### src/rtl/ent_pkg.sv
package ent_pkg;

    typedef enum logic {
        PH_FIRST  = 1'b0,
        PH_SECOND = 1'b1
    } phase_e;

    typedef struct packed {
        logic vld;
        logic val;
    } ent_bit_t;

    localparam logic ADDR_STATUS = 1'b0;
    localparam logic ADDR_DATA   = 1'b1;

endpackage

### src/rtl/ent_sampler.sv
module ent_sampler
    import ent_pkg::*;
#(
    parameter int NUM_OSC  = 32,
    parameter int INTERVAL = 4096
) (
    input  logic               clk,
    input  logic               rst,
    input  logic [NUM_OSC-1:0] osc_i,
    output ent_bit_t           bit_o
);

    localparam int CNT_W = (INTERVAL > 1) ? $clog2(INTERVAL) : 1;
    localparam logic [CNT_W-1:0] LAST = CNT_W'(INTERVAL - 1);

    logic [CNT_W-1:0] cnt_q;
    phase_e           phase_q;
    logic             first_q;
    logic             tick;
    logic             fold;

    assign tick = (cnt_q == LAST);
    assign fold = ^osc_i;

    always_ff @(posedge clk) begin
        if (rst) begin
            cnt_q   <= '0;
            phase_q <= PH_FIRST;
            first_q <= 1'b0;
        end else if (tick) begin
            cnt_q <= '0;
            if (phase_q == PH_FIRST) begin
                first_q <= fold;
                phase_q <= PH_SECOND;
            end else begin
                phase_q <= PH_FIRST;
            end
        end else begin
            cnt_q <= cnt_q + 1'b1;
        end
    end

    always_comb begin
        bit_o.vld = tick && (phase_q == PH_SECOND);
        bit_o.val = first_q ^ fold;
    end

endmodule

### src/rtl/ent_collector.sv
module ent_collector
    import ent_pkg::*;
#(
    parameter int WORD_W = 32
) (
    input  logic              clk,
    input  logic              rst,
    input  ent_bit_t          bit_i,
    input  logic              clr_i,
    output logic [WORD_W-1:0] word_o,
    output logic              ready_o
);

    localparam int FRESH_W = $clog2(WORD_W + 1);
    localparam logic [FRESH_W-1:0] FULL = FRESH_W'(WORD_W);

    logic [WORD_W-1:0]  word_q;
    logic [FRESH_W-1:0] fresh_q;

    always_ff @(posedge clk) begin
        if (rst) begin
            word_q <= '0;
        end else if (bit_i.vld) begin
            word_q <= {word_q[WORD_W-2:0], bit_i.val};
        end
    end

    always_ff @(posedge clk) begin
        if (rst) begin
            fresh_q <= '0;
        end else if (clr_i) begin
            fresh_q <= bit_i.vld ? FRESH_W'(1) : '0;
        end else if (bit_i.vld && (fresh_q != FULL)) begin
            fresh_q <= fresh_q + 1'b1;
        end
    end

    assign word_o  = word_q;
    assign ready_o = (fresh_q == FULL);

endmodule

### src/rtl/osc_entropy_collector.sv
module osc_entropy_collector
    import ent_pkg::*;
#(
    parameter int NUM_OSC  = 32,
    parameter int INTERVAL = 4096,
    parameter int WORD_W   = 32
) (
    input  logic               clk,
    input  logic               rst,
    input  logic [NUM_OSC-1:0] osc_i,
    input  logic               rd_en,
    input  logic               rd_addr,
    output logic [WORD_W-1:0]  rd_data,
    output logic [WORD_W-1:0]  word_o,
    output logic               ready_o
);

    ent_bit_t ent_bit;
    logic     data_rd;

    assign data_rd = rd_en && (rd_addr == ADDR_DATA);

    ent_sampler #(
        .NUM_OSC (NUM_OSC),
        .INTERVAL(INTERVAL)
    ) u_sampler (
        .clk  (clk),
        .rst  (rst),
        .osc_i(osc_i),
        .bit_o(ent_bit)
    );

    ent_collector #(
        .WORD_W(WORD_W)
    ) u_collector (
        .clk    (clk),
        .rst    (rst),
        .bit_i  (ent_bit),
        .clr_i  (data_rd),
        .word_o (word_o),
        .ready_o(ready_o)
    );

    always_comb begin
        if (rd_addr == ADDR_DATA) begin
            rd_data = word_o;
        end else begin
            rd_data = '0;
            rd_data[0] = ready_o;
        end
    end

endmodule

### config.mk
export PLATFORM = sky130hd
export DESIGN_NAME = osc_entropy_collector
export DESIGN_NICKNAME = d
export VERILOG_FILES = /design/src/rtl/ent_pkg.sv /design/src/rtl/ent_sampler.sv /design/src/rtl/ent_collector.sv /design/src/rtl/osc_entropy_collector.sv
export SDC_FILE = /design/constraint.sdc
export NUM_CORES = 1
export LEC_CHECK = 0
export ABC_AREA = 1
export BUFFER_PORTS_ARGS = -buffer_cell sky130_fd_sc_hd__clkbuf_2
export CORE_AREA = 3 3 93 95
export DETAILED_ROUTE_END_ITERATION = 10
export DIE_AREA = 0 0 96 98
export GPL_TIMING_DRIVEN = 0
export SLEW_MARGIN = 20
export SYNTH_ARGS = -nofsm -noshare
export SYNTH_HDL_FRONTEND = slang
export SYNTH_SLANG_ARGS = --single-unit
export TNS_END_PERCENT = 50
### constraint.sdc
create_clock -name clk -period 5 [get_ports clk]
set_input_delay 0.25 -clock clk [delete_from_list [all_inputs] [get_ports clk]]
set_output_delay 0.25 -clock clk [all_outputs]
set_load 0.1 [all_outputs]
Word-level counts from Yosys, hierarchy flattened
Cells that the tools add are included.
- memories kept: 0
- bits in read-only memories: 0
- bits in latches: 0
- word-level logic and storage cells: 24
- flip-flop bits (word level): 52
- input port bits: 36
- bits in writable memories: 0
- shift operators: 0
- $add $sub $neg: 2
- bitwise gates (word level): 2
- multiplexer cells: 5
- $mul: 0
- $lt $le $gt $ge: 0
- equality and inequality tests: 3
- reductions and logical operators: 7
- div/mod/pow operators: 0
- operators by type and width (cell ; number):
    $mux 32 ; 1
    $reduce_xor 32->1 ; 1
    $add 12x1->12 const B ; 1
    $eq 12x12->1 const B ; 1
    $mux 6 ; 2
    $add 6x1->6 const B ; 1
    $eq 6x6->1 const B ; 1
    $ne 6x6->1 const B ; 1
    $logic_and 1x1->1 ; 3
    $mux 1 ; 2
    $reduce_and 2->1 ; 1
    $reduce_bool 2->1 ; 1
    $reduce_or 2->1 ; 1
    $not 1->1 ; 1
    $xor 1x1->1 ; 1

Longest topological paths before layout
Gate-level depths: netlist (run 1).
- word-level depth: 5
- depth in mapped cells: 16
- gate-level depth less buffers: 16

By module
From an unflattened synthesis (run 1), not the netlist that was laid out.
- cell total of the unflattened synthesis: 556
- area, all modules: 3250.6 um^2
- by module, submodules not included (module ; area an instance (um^2) ; instances ; cells an instance):
    ent_collector ; 1493.9 ; 1 ; 195
    ent_sampler ; 1460.2 ; 1 ; 289
    osc_entropy_collector ; 296.5 ; 1 ; 72

Worst setup path after synthesis (run 1)
OpenSTA, ideal clock, no wires.
- path type: register -> output
- from: reg u_collector.fresh_q[0]
- to: out rd_data[0]
- data arrival time: 2738 ps
- buffers on the path: 0
- setup slack: 2012 ps
- stages on the path, launching flop included: 5
- cell sequence: dfxtp_1 inv_1 ha_1 nand4_1 o21ai_0
- cells in the longest elaborated chain, start to end: 2
- ends and longest elaborated chain (item ; RTL line ; text):
    start, declared ; ent_collector.sv:18 ; logic [FRESH_W-1:0] fresh_q;
    start signal, assigned ; ent_collector.sv:32 ; fresh_q <= bit_i.vld ? FRESH_W'(1) : '0;
    start signal, assigned ; ent_collector.sv:34 ; fresh_q <= fresh_q + 1'b1;
    $eq 6x6->1 ; ent_collector.sv:39 ; assign ready_o = (fresh_q == FULL);
    $mux 32 ; osc_entropy_collector.sv:45 ; if (rd_addr == ADDR_DATA) begin
    end, declared ; osc_entropy_collector.sv:13 ; output logic [WORD_W-1:0] rd_data,
Every way passes these cells.

Worst setup path after layout (run 1)
Ends and elaborated chain as after synthesis.

==> run summary, run 1 <==
The setup path with the least slack is of type register to output pin. Setup repair after global routing left no endpoint under its margin. The total count of hold-check failures in the final report is 0. The TritonCTS buffer count came out at 5. The routed design uses 240 um of met3 wire.

Detailed placement finished with a half-perimeter wire length of 5540 um. The tool flagged a number of max-cap violations equal to 0. Ranked by total cell area, the synthesized netlist is headed by sky130_fd_sc_hd__dfxtp_1 (33%), sky130_fd_sc_hd__nand2_1 (26%), sky130_fd_sc_hd__inv_1 (9.5%). The most common cell after layout, fill and taps aside is sky130_fd_sc_hd__nand2_1.

The synthesized area per cell is 5.87 um^2. The kind of start point of the critical path is a register. The part of the cycle the worst path needs came out at 0.400.

The leakage power figure is 2.31 nW. The placement-stage worst setup slack is 3130 ps. STA classifies the critical path endpoint as an output pin. STA puts the critical path data required time at 4750 ps. The first global-routing pass estimated 11,900 um of wire.

The final setup violation count came out at 0. In the synthesized netlist the dominant register cell turns out to be sky130_fd_sc_hd__dfxtp_1. The share of total power dissipated in sequential elements is 0.531. The number of antenna violations at the first check in global routing is 0. The most critical setup path has its startpoint at u_collector.fresh_q[0]. The routed design has 6800 um of wire. The core box area is 7810 um^2. The peak ir drop on the vdd network came out at 102 uV. The number of inserted diodes is 0. After detailed routing, the met2 layer carries 3290 um of wire. The transition time at the pin with the least slew margin is 562 ps. The relative contribution of combinational cells to total power came out at 0.150.

TritonCTS built the clock tree. The post-place instance area is 3770 um^2. The maximum number of pins on one net before global-route repair came out at 17. The net count after synthesis is 576.

After detailed routing, the wire length on met1 is 3230 um. In this run the critical register-to-register path is launched from u_sampler.cnt_q[0]. The overall routing resource usage came out at 0.150.

The worst-path maximum fanout is 4. The final period demand of the worst path came out at 2000 ps. The number of port buffers came out at 99. The share of total power dissipated in the clock network is 0.320. The cell type contributing the most total cell area after synthesis is sky130_fd_sc_hd__dfxtp_1. The mapped cell area is 3150 um^2.

The top cell types in the final layout, fill and taps aside, are sky130_fd_sc_hd__nand2_1 (222), sky130_fd_sc_hd__clkbuf_2 (99), sky130_fd_sc_hd__inv_1 (80), sky130_fd_sc_hd__nor2_1 (78), sky130_fd_sc_hd__dfxtp_1 (52). The final net count came out at 682. The latest clock arrival within the worst-skew pair is 300 ps. The total of hold buffers inserted after clock tree synthesis is 0.

The initial utilization of the core area, before any placement, comes to 0.404. The net switching power came out at 0.215 mW. The number of register bits inferred by synthesis is 52.

The final RePlAce weighted congestion came out at 0.785. The area fraction of the dominant cell type after synthesis is 0.330. The die outline height is 98 um.

The post-detailed-route DRC marker count is 0. Detailed routing inserted a total of 3,297 vias. The worst hold slack after final layout is 203 ps. In the final routed layout, each cell accounts on average for 9.12 um.

For this run, the number of Yosys warnings is 0. The type of the tightest min-delay check is primary input to register. The run finished with clean final reports. The detailed router used layers up to and including met4. The buffer cell driving the clock tree root is sky130_fd_sc_hd__clkbuf_8. The die area came out at 9410 um^2.

The post-CTS setup-driven buffer insertion count is 0. The total iterations of the first detailed-routing run is 4. The fraction of final layout cells sized beyond drive strength 1 came out at 0.196. The final count of pins violating max slew came out at 0. The total of cells resized after clock tree synthesis is 0. The number of standard-cell rows in the floorplan came out at 32. Across all setup checks in the final design, the least slack found is 3000 ps.

The startpoint identified for the worst hold timing path is rst. The mean number of vias per cell came out at 4.42. The via count of the first global-routing pass is 2,914. The number of flops mapped to enable cells by yosys came out at 0. For this run, asynchronously set or reset flops after synthesis account for 0. The aggregate global routing overflow came out at 0. The top achievable clock speed came out at 0.500 GHz. The horizontal die dimension came out at 96 um.

At the worst endpoint, the arrival time is 1750 ps. The clock-pin transition on the worst setup and hold timing paths is 90 ps. The number of different library cells used by synthesis comes to 28.

The sequential share of the synthesized area came out at 0.330. The area added between synthesis and finish is 22.8%. The relative max-transition margin is 0.627. The post-layout instance area is 3870 um^2. The placed cell count is 738.

The violation count after the first detailed-route iteration is 84. The maximum clock insertion buffer count is 2. The count of clock tree sinks is 52.

After routing, the total negative slack on setup checks comes to 0 ps. The cell-internal power is 0.574 mW. The gate count of the mapped netlist is 537. Of the total power, the share spent switching nets is 0.272. The number of standard cells in the layout, taps in and fillers out came out at 746. In this run the power density over the cells is 204 nW/um^2. The H-tree generated during clock tree synthesis spans 2 levels. The boundary pin count is 101.

In this run the remaining antenna-violating nets after routing total 0. The clock skew is 8.51 ps.
==> critical path, cell delays in order, from the launching register on <==
cell                       delay, ps
sky130_fd_sc_hd__dfxtp_1         350
sky130_fd_sc_hd__inv_1            80
sky130_fd_sc_hd__ha_1            160
sky130_fd_sc_hd__nand4_1         120
sky130_fd_sc_hd__o21ai_0         240
sky130_fd_sc_hd__clkbuf_2        500
==> metrics by stage <==
step / util / power, mW
6_report: 0.496 / 0.788
5_1_grt: 0.496 / 0.839
4_1_cts: 0.496 / 0.801
3_5_place_dp: 0.483 / 0.547
3_3_place_gp: 0.483 / 0.543
2_1_floorplan: - / 0.512
==> power groups by stage <==
| stage | logic, mW | registers [mW] | clock network [mW] |
|---|---|---|---|
| final | 0.118 | 0.418 | 0.252 |
| after global routing | 0.140 | 0.419 | 0.279 |
| after CTS | 0.120 | 0.418 | 0.263 |
| after detailed placement | 0.119 | 0.428 | 0 |
| after global placement | 0.115 | 0.428 | 0 |
| after floorplan | 0.0843 | 0.428 | 0 |
==> registers in the layout, indices dropped and copies added (netlist names) <==
register and count:
u_sampler.phase_q 1, u_sampler.cnt_q 12, u_collector.word_o 32, u_sampler.first_q 1, u_collector.fresh_q 6
==> worst paths after layout <==
path / slack, ps / to / cells past startpoint
max: 3000 / rd_data[0] / 5
max reg2reg: 3160 / u_collector.word_o[7] / 9
min reg2reg: 460 / u_sampler.cnt_q[0] / 1
min: 200 / u_collector.fresh_q[1] / 2
==> logic make-up (layout without fill, tap and decap cells) <==
| group | after synthesis | in the layout | share of synthesized area |
|---|---|---|---|
| and+or+nand+nor | 325 | 325 | 0.424 |
| adders and majority gates | 3 | 3 | 0.0119 |
| AOI/OAI and AO/OA | 51 | 51 | 0.0861 |
| buffers and inverters | 96 | 203 | 0.120 |
| xor gates and xnor gates | 10 | 10 | 0.0278 |
| DFF | 52 | 52 | 0.330 |
==> synthesized netlist by cell type (2+ instances only) <==
cell type,instances
sky130_fd_sc_hd__inv_1,80
sky130_fd_sc_hd__ha_1,3
sky130_fd_sc_hd__clkbuf_1,10
sky130_fd_sc_hd__nand3_1,12
sky130_fd_sc_hd__buf_6,2
sky130_fd_sc_hd__nor2_4,3
sky130_fd_sc_hd__xnor2_1,5
sky130_fd_sc_hd__nor2_1,78
sky130_fd_sc_hd__nand2_1,222
sky130_fd_sc_hd__dfxtp_1,52
sky130_fd_sc_hd__a21oi_1,11
sky130_fd_sc_hd__xor2_1,5
sky130_fd_sc_hd__inv_2,2
sky130_fd_sc_hd__or2_2,3
sky130_fd_sc_hd__nand4_1,2
sky130_fd_sc_hd__o21ai_0,34
sky130_fd_sc_hd__a31oi_1,2
==> layer usage <==
metal,track usage,vias to the layer above
met5,0,-
met1,0.183,1437
met4,0.0306,0
met2,0.265,42
met3,0.0331,2
li1,-,1816
==> layout make-up <==
type	instances	area, um^2
fillers	847	3940
multi-input cells	389	1730
flip-flops and latches	52	1040
repair buffers	99	495
inverters	83	312
well taps	102	128
clock buffers	6	82.6
plain buffers	13	67.6
clock inverters	2	13.8
No activity file was read; power rests on OpenSTA's default activity.
==> run 2: changes to the inputs <==
==> constraint.sdc (replaced) <==
create_clock -name clk -period 1.95 [get_ports clk]
set_input_delay 0.0975 -clock clk [delete_from_list [all_inputs] [get_ports clk]]
set_output_delay 0.0975 -clock clk [all_outputs]
set_load 0.1 [all_outputs]
==> run 2 against run 1 <==
Net effect: wire length is 0.44% higher; sequential power rose to 2.6 times the previous value; final cell count grew 0.27%; clock skew hardly changed; sequential cell count unchanged; clock-buffer cell count is the same; power increased to 2.7 times the previous value; hold slack lost 150 ps; final area grew 1.1%.
==> run summary, run 2 (same netlist as run 1, synthesis figures left out) <==
The clock-pin transition on the worst setup and hold timing paths came out at 90 ps (about the same). The final period demand of the worst path is 1860 ps. The final setup violation count came to 0 (unchanged).

The starting density of the core came to 0.404 (unchanged). From synthesis to final layout, the design area changed by 24.1%. The total iterations of the first detailed-routing run came out at 4 (unchanged). The remaining antenna violation count is 0 (unchanged). The sequential cell area was 1040 um^2 (+0.24%). In this design, the critical path's most frequently occurring cell is sky130_fd_sc_hd__inv_1. For this design, the slowest cell found on the critical path is sky130_fd_sc_hd__buf_2.

The total half-perimeter wirelength after legalization and detailed placement is 5600 um (+1.1%). The largest incremental delay on the critical path is 470 ps (-30 ps). The boundary pin count is 101 (unchanged). The total of hold buffers inserted after clock tree synthesis is 0 (unchanged). The horizontal die dimension is 96 um (unchanged). The die area came out at 9410 um^2 (unchanged). Among cell families on the critical path, the largest total delay comes from buffers and inverters. The overall routing resource usage is 0.145 (-0.00472). The net switching power was 0.556 mW (+160%). The TritonCTS buffer count is 5 (unchanged). The final net count is 684 (+0.29%).

The number of inserted diodes came out at 0 (unchanged). The mean number of vias per cell came out at 4.40 (-0.39%). The violation count after the first detailed-route iteration was 117 (+39%). The final RePlAce weighted congestion was 0.757 (-3.5%). The latest clock arrival within the worst-skew pair is 300 ps (about the same). The transition time at the pin with the least slew margin came out at 559 ps (-3.03 ps). The sequential fraction of design power came out at 0.505 (-0.026). The relative max-transition margin is 0.629 (+0.00201). The worst hold path belongs to the class primary input to register.

The number of standard-cell rows in the floorplan was 32 (unchanged). The die outline height is 98 um (unchanged). The top achievable clock speed came out at 0.539 GHz. The worst-path maximum fanout is 4 (unchanged). Setup repair after global routing left no endpoint under its margin. The total power density per cell area came out at 543 nW/um^2 (+170%). The via count of the first global-routing pass was 2,711 (-7.0%). The average wire per standard cell came out at 9.13 um (+0.17%). The wire length of the first global-routing pass came to 11,500 um (-3.5%).

The detailed-route wire length came out at 6830 um (+0.44%). The fraction of final layout cells sized beyond drive strength 1 is 0.206 (+0.0102). The required time of the worst setup path came to 1850 ps (-2900 ps). The kind of start point of the critical path is a register. In the layout the commonest cells are sky130_fd_sc_hd__nand2_1 (222), sky130_fd_sc_hd__clkbuf_2 (100), sky130_fd_sc_hd__inv_1 (80), sky130_fd_sc_hd__nor2_1 (78), sky130_fd_sc_hd__dfxtp_1 (50). The peak ir drop on the vdd network is 342 uV (+230%).

The data arrival time of the critical path came out at 1760 ps (about the same). The setup path with the least slack is of type register to output pin. The clock skew is 8.81 ps (+0.307 ps). Traced cell by cell, the critical path runs through inv_1 > ha_1 > nand4_1 > inv_1 > buf_2. The maximum number of pins on one net before global-route repair came out at 17 (unchanged). The count of clock tree sinks came to 52 (unchanged). The number of antenna violations at the first check in global routing was 0 (unchanged).

The maximum clock insertion buffer count came out at 2 (unchanged). In the finished design, the share of the clock period the worst path needs comes to 0.952. The number of max-capacitance violations reported came out at 0 (unchanged).

The clock network fraction of design power is 0.352 (+0.032). The post-detailed-route DRC marker count came out at 0 (unchanged). The number of filler instances in the final layout came to 846 (-0.12%). The total number of vias came to 3,293 (-0.12%). The flow ran to the end, and the final reports show no timing, DRC or antenna violations. The total negative slack for setup checks is 0 ps (unchanged).

The H-tree depth came out at 2 (unchanged). The aggregate global routing overflow is 0 (unchanged). The relative contribution of combinational cells to total power is 0.143 (-0.007). The final count of pins violating max slew is 0 (unchanged).

The tree is rooted in a sky130_fd_sc_hd__clkbuf_8. The footprint of the multi-input gates is 1740 um^2 (+0.36%). The cell-internal power is 1.57 mW (+170%).

The net switching fraction of the power is 0.261 (-0.0107). The worst setup path is captured at an output pin. The leakage power figure came to 2.33 nW (+0.94%).

The number of buffers and inverters on the critical path came to 3 (+1). The core box area is 7810 um^2 (unchanged). The flip-flop count of the largest register after layout was 32 (unchanged). The total count of hold-check failures in the final report is 0 (unchanged). The number of port buffers is 99 (unchanged). The total power after layout came to 2.13 mW (+170%).

Leaving out fill and tap cells, the most frequent cell in the layout is sky130_fd_sc_hd__nand2_1. The clock tree from TritonCTS is yes.
[run 2: area by class of cell]
| class | instances | share of cell area |
|---|---|---|
| multi-input cells | 389 | 0.444 |
| inverters | 83 | 0.0796 |
| flip-flops and latches | 52 | 0.267 |
| well taps | 102 | 0.0326 |
| repair buffers | 101 | 0.130 |
| clock buffers | 6 | 0.0185 |
| plain buffers | 13 | 0.0179 |
| clock inverters | 2 | 0.00991 |
[run 2: per-stage QoR]
stage / util / hold slack (ps) / setup WS (ps) / std cells / instance area [um^2]
floorplan: - / 167 / 33.7 / 537 / 3160
global placement: 0.484 / 365 / 148 / 738 / 3780
detailed placement: 0.484 / 379 / 99.1 / 738 / 3780
CTS: 0.498 / 55.2 / 71.9 / 746 / 3890
global route: 0.501 / 72.0 / 1.22 / 748 / 3910
finish: 0.501 / 54.1 / 94.2 / 748 / 3910
[run 2: power by group through the flow]
stage | Combinational, mW | Sequential (mW) | Clock, mW
2_1_floorplan | 0.217 | 1.10 | 0
3_3_place_gp | 0.297 | 1.10 | 0
3_5_place_dp | 0.307 | 1.10 | 0
4_1_cts | 0.308 | 1.07 | 0.771
5_1_grt | 0.361 | 1.08 | 0.811
6_report | 0.304 | 1.07 | 0.747
[run 2: worst paths after layout]
kind / from / cells past startpoint / slack, ps / to
worst max-delay path: u_collector.fresh_q[0] / 5 / 90 / ready_o
worst min-delay path: rst / 2 / 50 / u_collector.fresh_q[1]
worst max register to register: u_sampler.cnt_q[0] / 9 / 130 / u_collector.word_o[7]
worst min register to register: u_sampler.cnt_q[0] / 1 / 420 / u_sampler.cnt_q[0]
[run 2: timing repair]
item / 4_1_cts / 5_1_grt
endpoints found under the setup margin: 0 / 30
hold endpoints to repair: 0 / 0
resized for setup: 0 / 10
buffers inserted: 0 / 2
[run 2: worst reg2reg max path: cells and delay by family (launching register included)]
family	cells	cell delay, ps
compound gates	1	210
fa+ha+maj	1	190
buf+inv	1	210
flops	1	350
simple gates	6	760
[run 2: per-layer routing]
layer / up-vias / global-route usage / share of wire
met1: 1409 / 0.191 / 0.47
met3: 5 / 0.0270 / 0.045
met4: 0 / 0.0306 / 0.0078
li1: 1821 / - / -
met5: - / 0 / 0
met2: 58 / 0.244 / 0.48
==> run 3: changes to the inputs <==
==> constraint.sdc (replaced) <==
create_clock -name clk -period 2.05 [get_ports clk]
set_input_delay 0.1025 -clock clk [delete_from_list [all_inputs] [get_ports clk]]
set_output_delay 0.1025 -clock clk [all_outputs]
set_load 0.1 [all_outputs]
==> run 3 against run 2 <==
Net effect: clock skew shrank 2.2 ps; non-clock buffer count down 2; clock-buffer cell count did not move; global-route usage unchanged; power shrank 5.1%; setup slack gained 73 ps; sequential cell count unchanged; register-to-register slack better by 80 ps; core utilization fell by 0.29 points; largest cell class unchanged.
==> run summary, run 3 (same netlist as run 1, synthesis figures left out) <==
The total half-perimeter wirelength after legalization and detailed placement is 5600 um (unchanged). The via count of the first global-routing pass is 2,711 (unchanged). The H-tree depth is 2 (unchanged). The final setup violation count was 0 (unchanged).

The detailed-route wire length is 6820 um (-0.16%). The gate family responsible for the most delay along the worst path is buffers and inverters. The die outline height came out at 98 um (unchanged). The wire length of the first global-routing pass is 11,500 um (unchanged). Walking the worst path, the cells encountered are inv_1 > ha_1 > nand4_1 > inv_1 > clkbuf_2. The boundary pin count is 101 (unchanged). The total number of vias came out at 3,288 (-0.15%).

The data arrival time of the critical path came out at 1780 ps (+20 ps). The maximum number of pins on one net before global-route repair is 17 (unchanged). The largest incremental delay on the critical path was 500 ps (+30 ps). The clock skew is 6.57 ps (-2.24 ps).

The peak ir drop on the vdd network came out at 321 uV (-6.0%). The average wire per standard cell came to 9.14 um (+0.11%). The number of inserted diodes is 0 (unchanged). The number of max-capacitance violations reported came out at 0 (unchanged). The total of cells resized after clock tree synthesis is 0 (unchanged). Setup repair after global routing left no endpoint under its margin. The number of port buffers came out at 99 (unchanged). The total power density per cell area is 518 nW/um^2 (-4.6%). TritonCTS built the clock tree.

The min-delay analysis places its worst path in the category primary input to register. The worst path in the final design needs a cycle of 1880 ps, including I/O delays and setup. The overall routing resource usage came out at 0.145 (unchanged). The number of antenna violations at the first check in global routing is 0 (unchanged). The required time of the worst setup path came out at 1950 ps (+100 ps). The die area came out at 9410 um^2 (unchanged).

The post-layout utilization of the core came out at 0.498 (-0.00288). The top achievable clock speed is 0.531 GHz. The aggregate global routing overflow was 0 (unchanged). The clock-pin transition on the worst setup and hold timing paths is 90 ps (about the same). The transition time at the pin with the least slew margin is 559 ps (+0.144 ps). The TritonCTS buffer count came out at 5 (unchanged). The total count of hold-check failures in the final report came to 0 (unchanged). The post-detailed-route DRC marker count came out at 0 (unchanged).

The final count of pins violating max slew came to 0 (unchanged). The total of hold buffers inserted after clock tree synthesis came to 0 (unchanged). The flow ran to the end, and the final reports show no timing, DRC or antenna violations. The horizontal die dimension is 96 um (unchanged). The total power after layout is 2.02 mW (-5.1%).

The number of standard-cell rows in the floorplan came out at 32 (unchanged). The area added between synthesis and finish is 23.4%. The leakage power figure is 2.32 nW (-0.67%). In the layout the commonest cells are sky130_fd_sc_hd__nand2_1 (222), sky130_fd_sc_hd__clkbuf_2 (99), sky130_fd_sc_hd__inv_1 (80), sky130_fd_sc_hd__nor2_1 (78), sky130_fd_sc_hd__dfxtp_1 (52). The remaining antenna violation count is 0 (unchanged). STA classifies the critical path endpoint as an output pin. Leaving out fill and tap cells, the most frequent cell in the layout is sky130_fd_sc_hd__nand2_1. The post-CTS setup-driven buffer insertion count came out at 0 (unchanged). The starting density of the core came out at 0.404 (unchanged). The final RePlAce weighted congestion came to 0.757 (unchanged). The latest clock arrival within the worst-skew pair came out at 300 ps (about the same).

The final net count came out at 682 (-0.29%). The maximum clock insertion buffer count was 2 (unchanged). The fraction of final layout cells sized beyond drive strength 1 was 0.196 (-0.0102). The violation count after the first detailed-route iteration came out at 104 (-11%). The cell that appears most often on the critical path is sky130_fd_sc_hd__inv_1.

CTS placed an instance of sky130_fd_sc_hd__clkbuf_8 at the clock tree root. In the finished design, the share of the clock period the worst path needs comes to 0.919. The total iterations of the first detailed-routing run is 4 (unchanged). The worst setup path is launched from a register.

The count of clock tree sinks was 52 (unchanged). The worst-path maximum fanout came to 4 (unchanged). The core box area came out at 7810 um^2 (unchanged). The critical path is of the register to output pin type. The worst hold slack after final layout is 59.2 ps (+5.09 ps). The relative max-transition margin came to 0.629 (about the same). On the critical path, the stage with the largest delay is an instance of sky130_fd_sc_hd__clkbuf_2. The total negative slack for setup checks came out at 0 ps (unchanged). The mean number of vias per cell is 4.41 (+0.12%). The flip-flop count of the largest register after layout came out at 32 (unchanged).

The number of buffers and inverters on the critical path came out at 3 (unchanged).
[run 3: changes by cell type in the layout (fill, tap and decap cells not counted)]
| cell | previous run | this run |
|---|---|---|
| sky130_fd_sc_hd__dfxtp_1 | 50 | 52 |
| sky130_fd_sc_hd__ha_1 | 2 | 3 |
| sky130_fd_sc_hd__clkbuf_1 | 9 | 11 |
| sky130_fd_sc_hd__o21ai_1 | 3 | 1 |
| sky130_fd_sc_hd__o21ai_0 | 31 | 33 |
| sky130_fd_sc_hd__ha_2 | 1 | 0 |
| sky130_fd_sc_hd__clkbuf_2 | 100 | 99 |
| sky130_fd_sc_hd__buf_2 | 1 | 0 |
| sky130_fd_sc_hd__buf_4 | 3 | 1 |
| sky130_fd_sc_hd__dfxtp_2 | 2 | 0 |
[run 3: area by class of cell]
cell class	instances	area, um^2
buffer	13	67.6
fill	847	3920
tap	102	128
sequential	52	1040
inverter	83	312
multi-input combinational	389	1740
timing repair buffer	99	495
clock buffer	6	72.6
clock inverter	2	38.8
[run 3: report_power, final]
part           switching (mW)  total, mW  internal, mW  leakage [nW]
clock network           0.338      0.707         0.369        0.0558
registers             0.00508       1.02          1.02         0.419
logic                   0.182      0.289         0.107          1.84
total                   0.525       2.02          1.49          2.32
[run 3: per-layer routing]
layer	up-vias	track usage	part of all wire
li1	1814	-	-
met1	1404	0.191	0.46
met2	68	0.244	0.49
met3	2	0.0270	0.049
met4	0	0.0306	0.0053
met5	-	0	0
[run 3: path summary, 6_finish.rpt]
kind / start / endpoint / slack [ps] / depth (start not counted)
hold / removal: rst / u_collector.fresh_q[1] / 60 / 2
setup reg to reg: u_sampler.cnt_q[0] / u_collector.word_o[2] / 210 / 9
setup / recovery: u_collector.fresh_q[0] / ready_o / 170 / 5
hold reg to reg: u_sampler.cnt_q[0] / u_sampler.cnt_q[0] / 460 / 1
[run 3: worst register-to-register path, delay by kind of cell, from the launching register on]
family | cells | cell delay [ps]
compound gates | 1 | 210
fa+ha+maj | 1 | 210
buf+inv | 1 | 220
flops | 1 | 360
simple gates | 6 | 740
[run 3: per-stage QoR]
step / cell area, um^2 / setup WS [ps] / cells
after floorplan: 3160 / 134 / 537
after global placement: 3780 / 248 / 738
after detailed placement: 3780 / 199 / 738
after CTS: 3890 / 167 / 746
after global routing: 3890 / 38.2 / 746
final: 3890 / 167 / 746
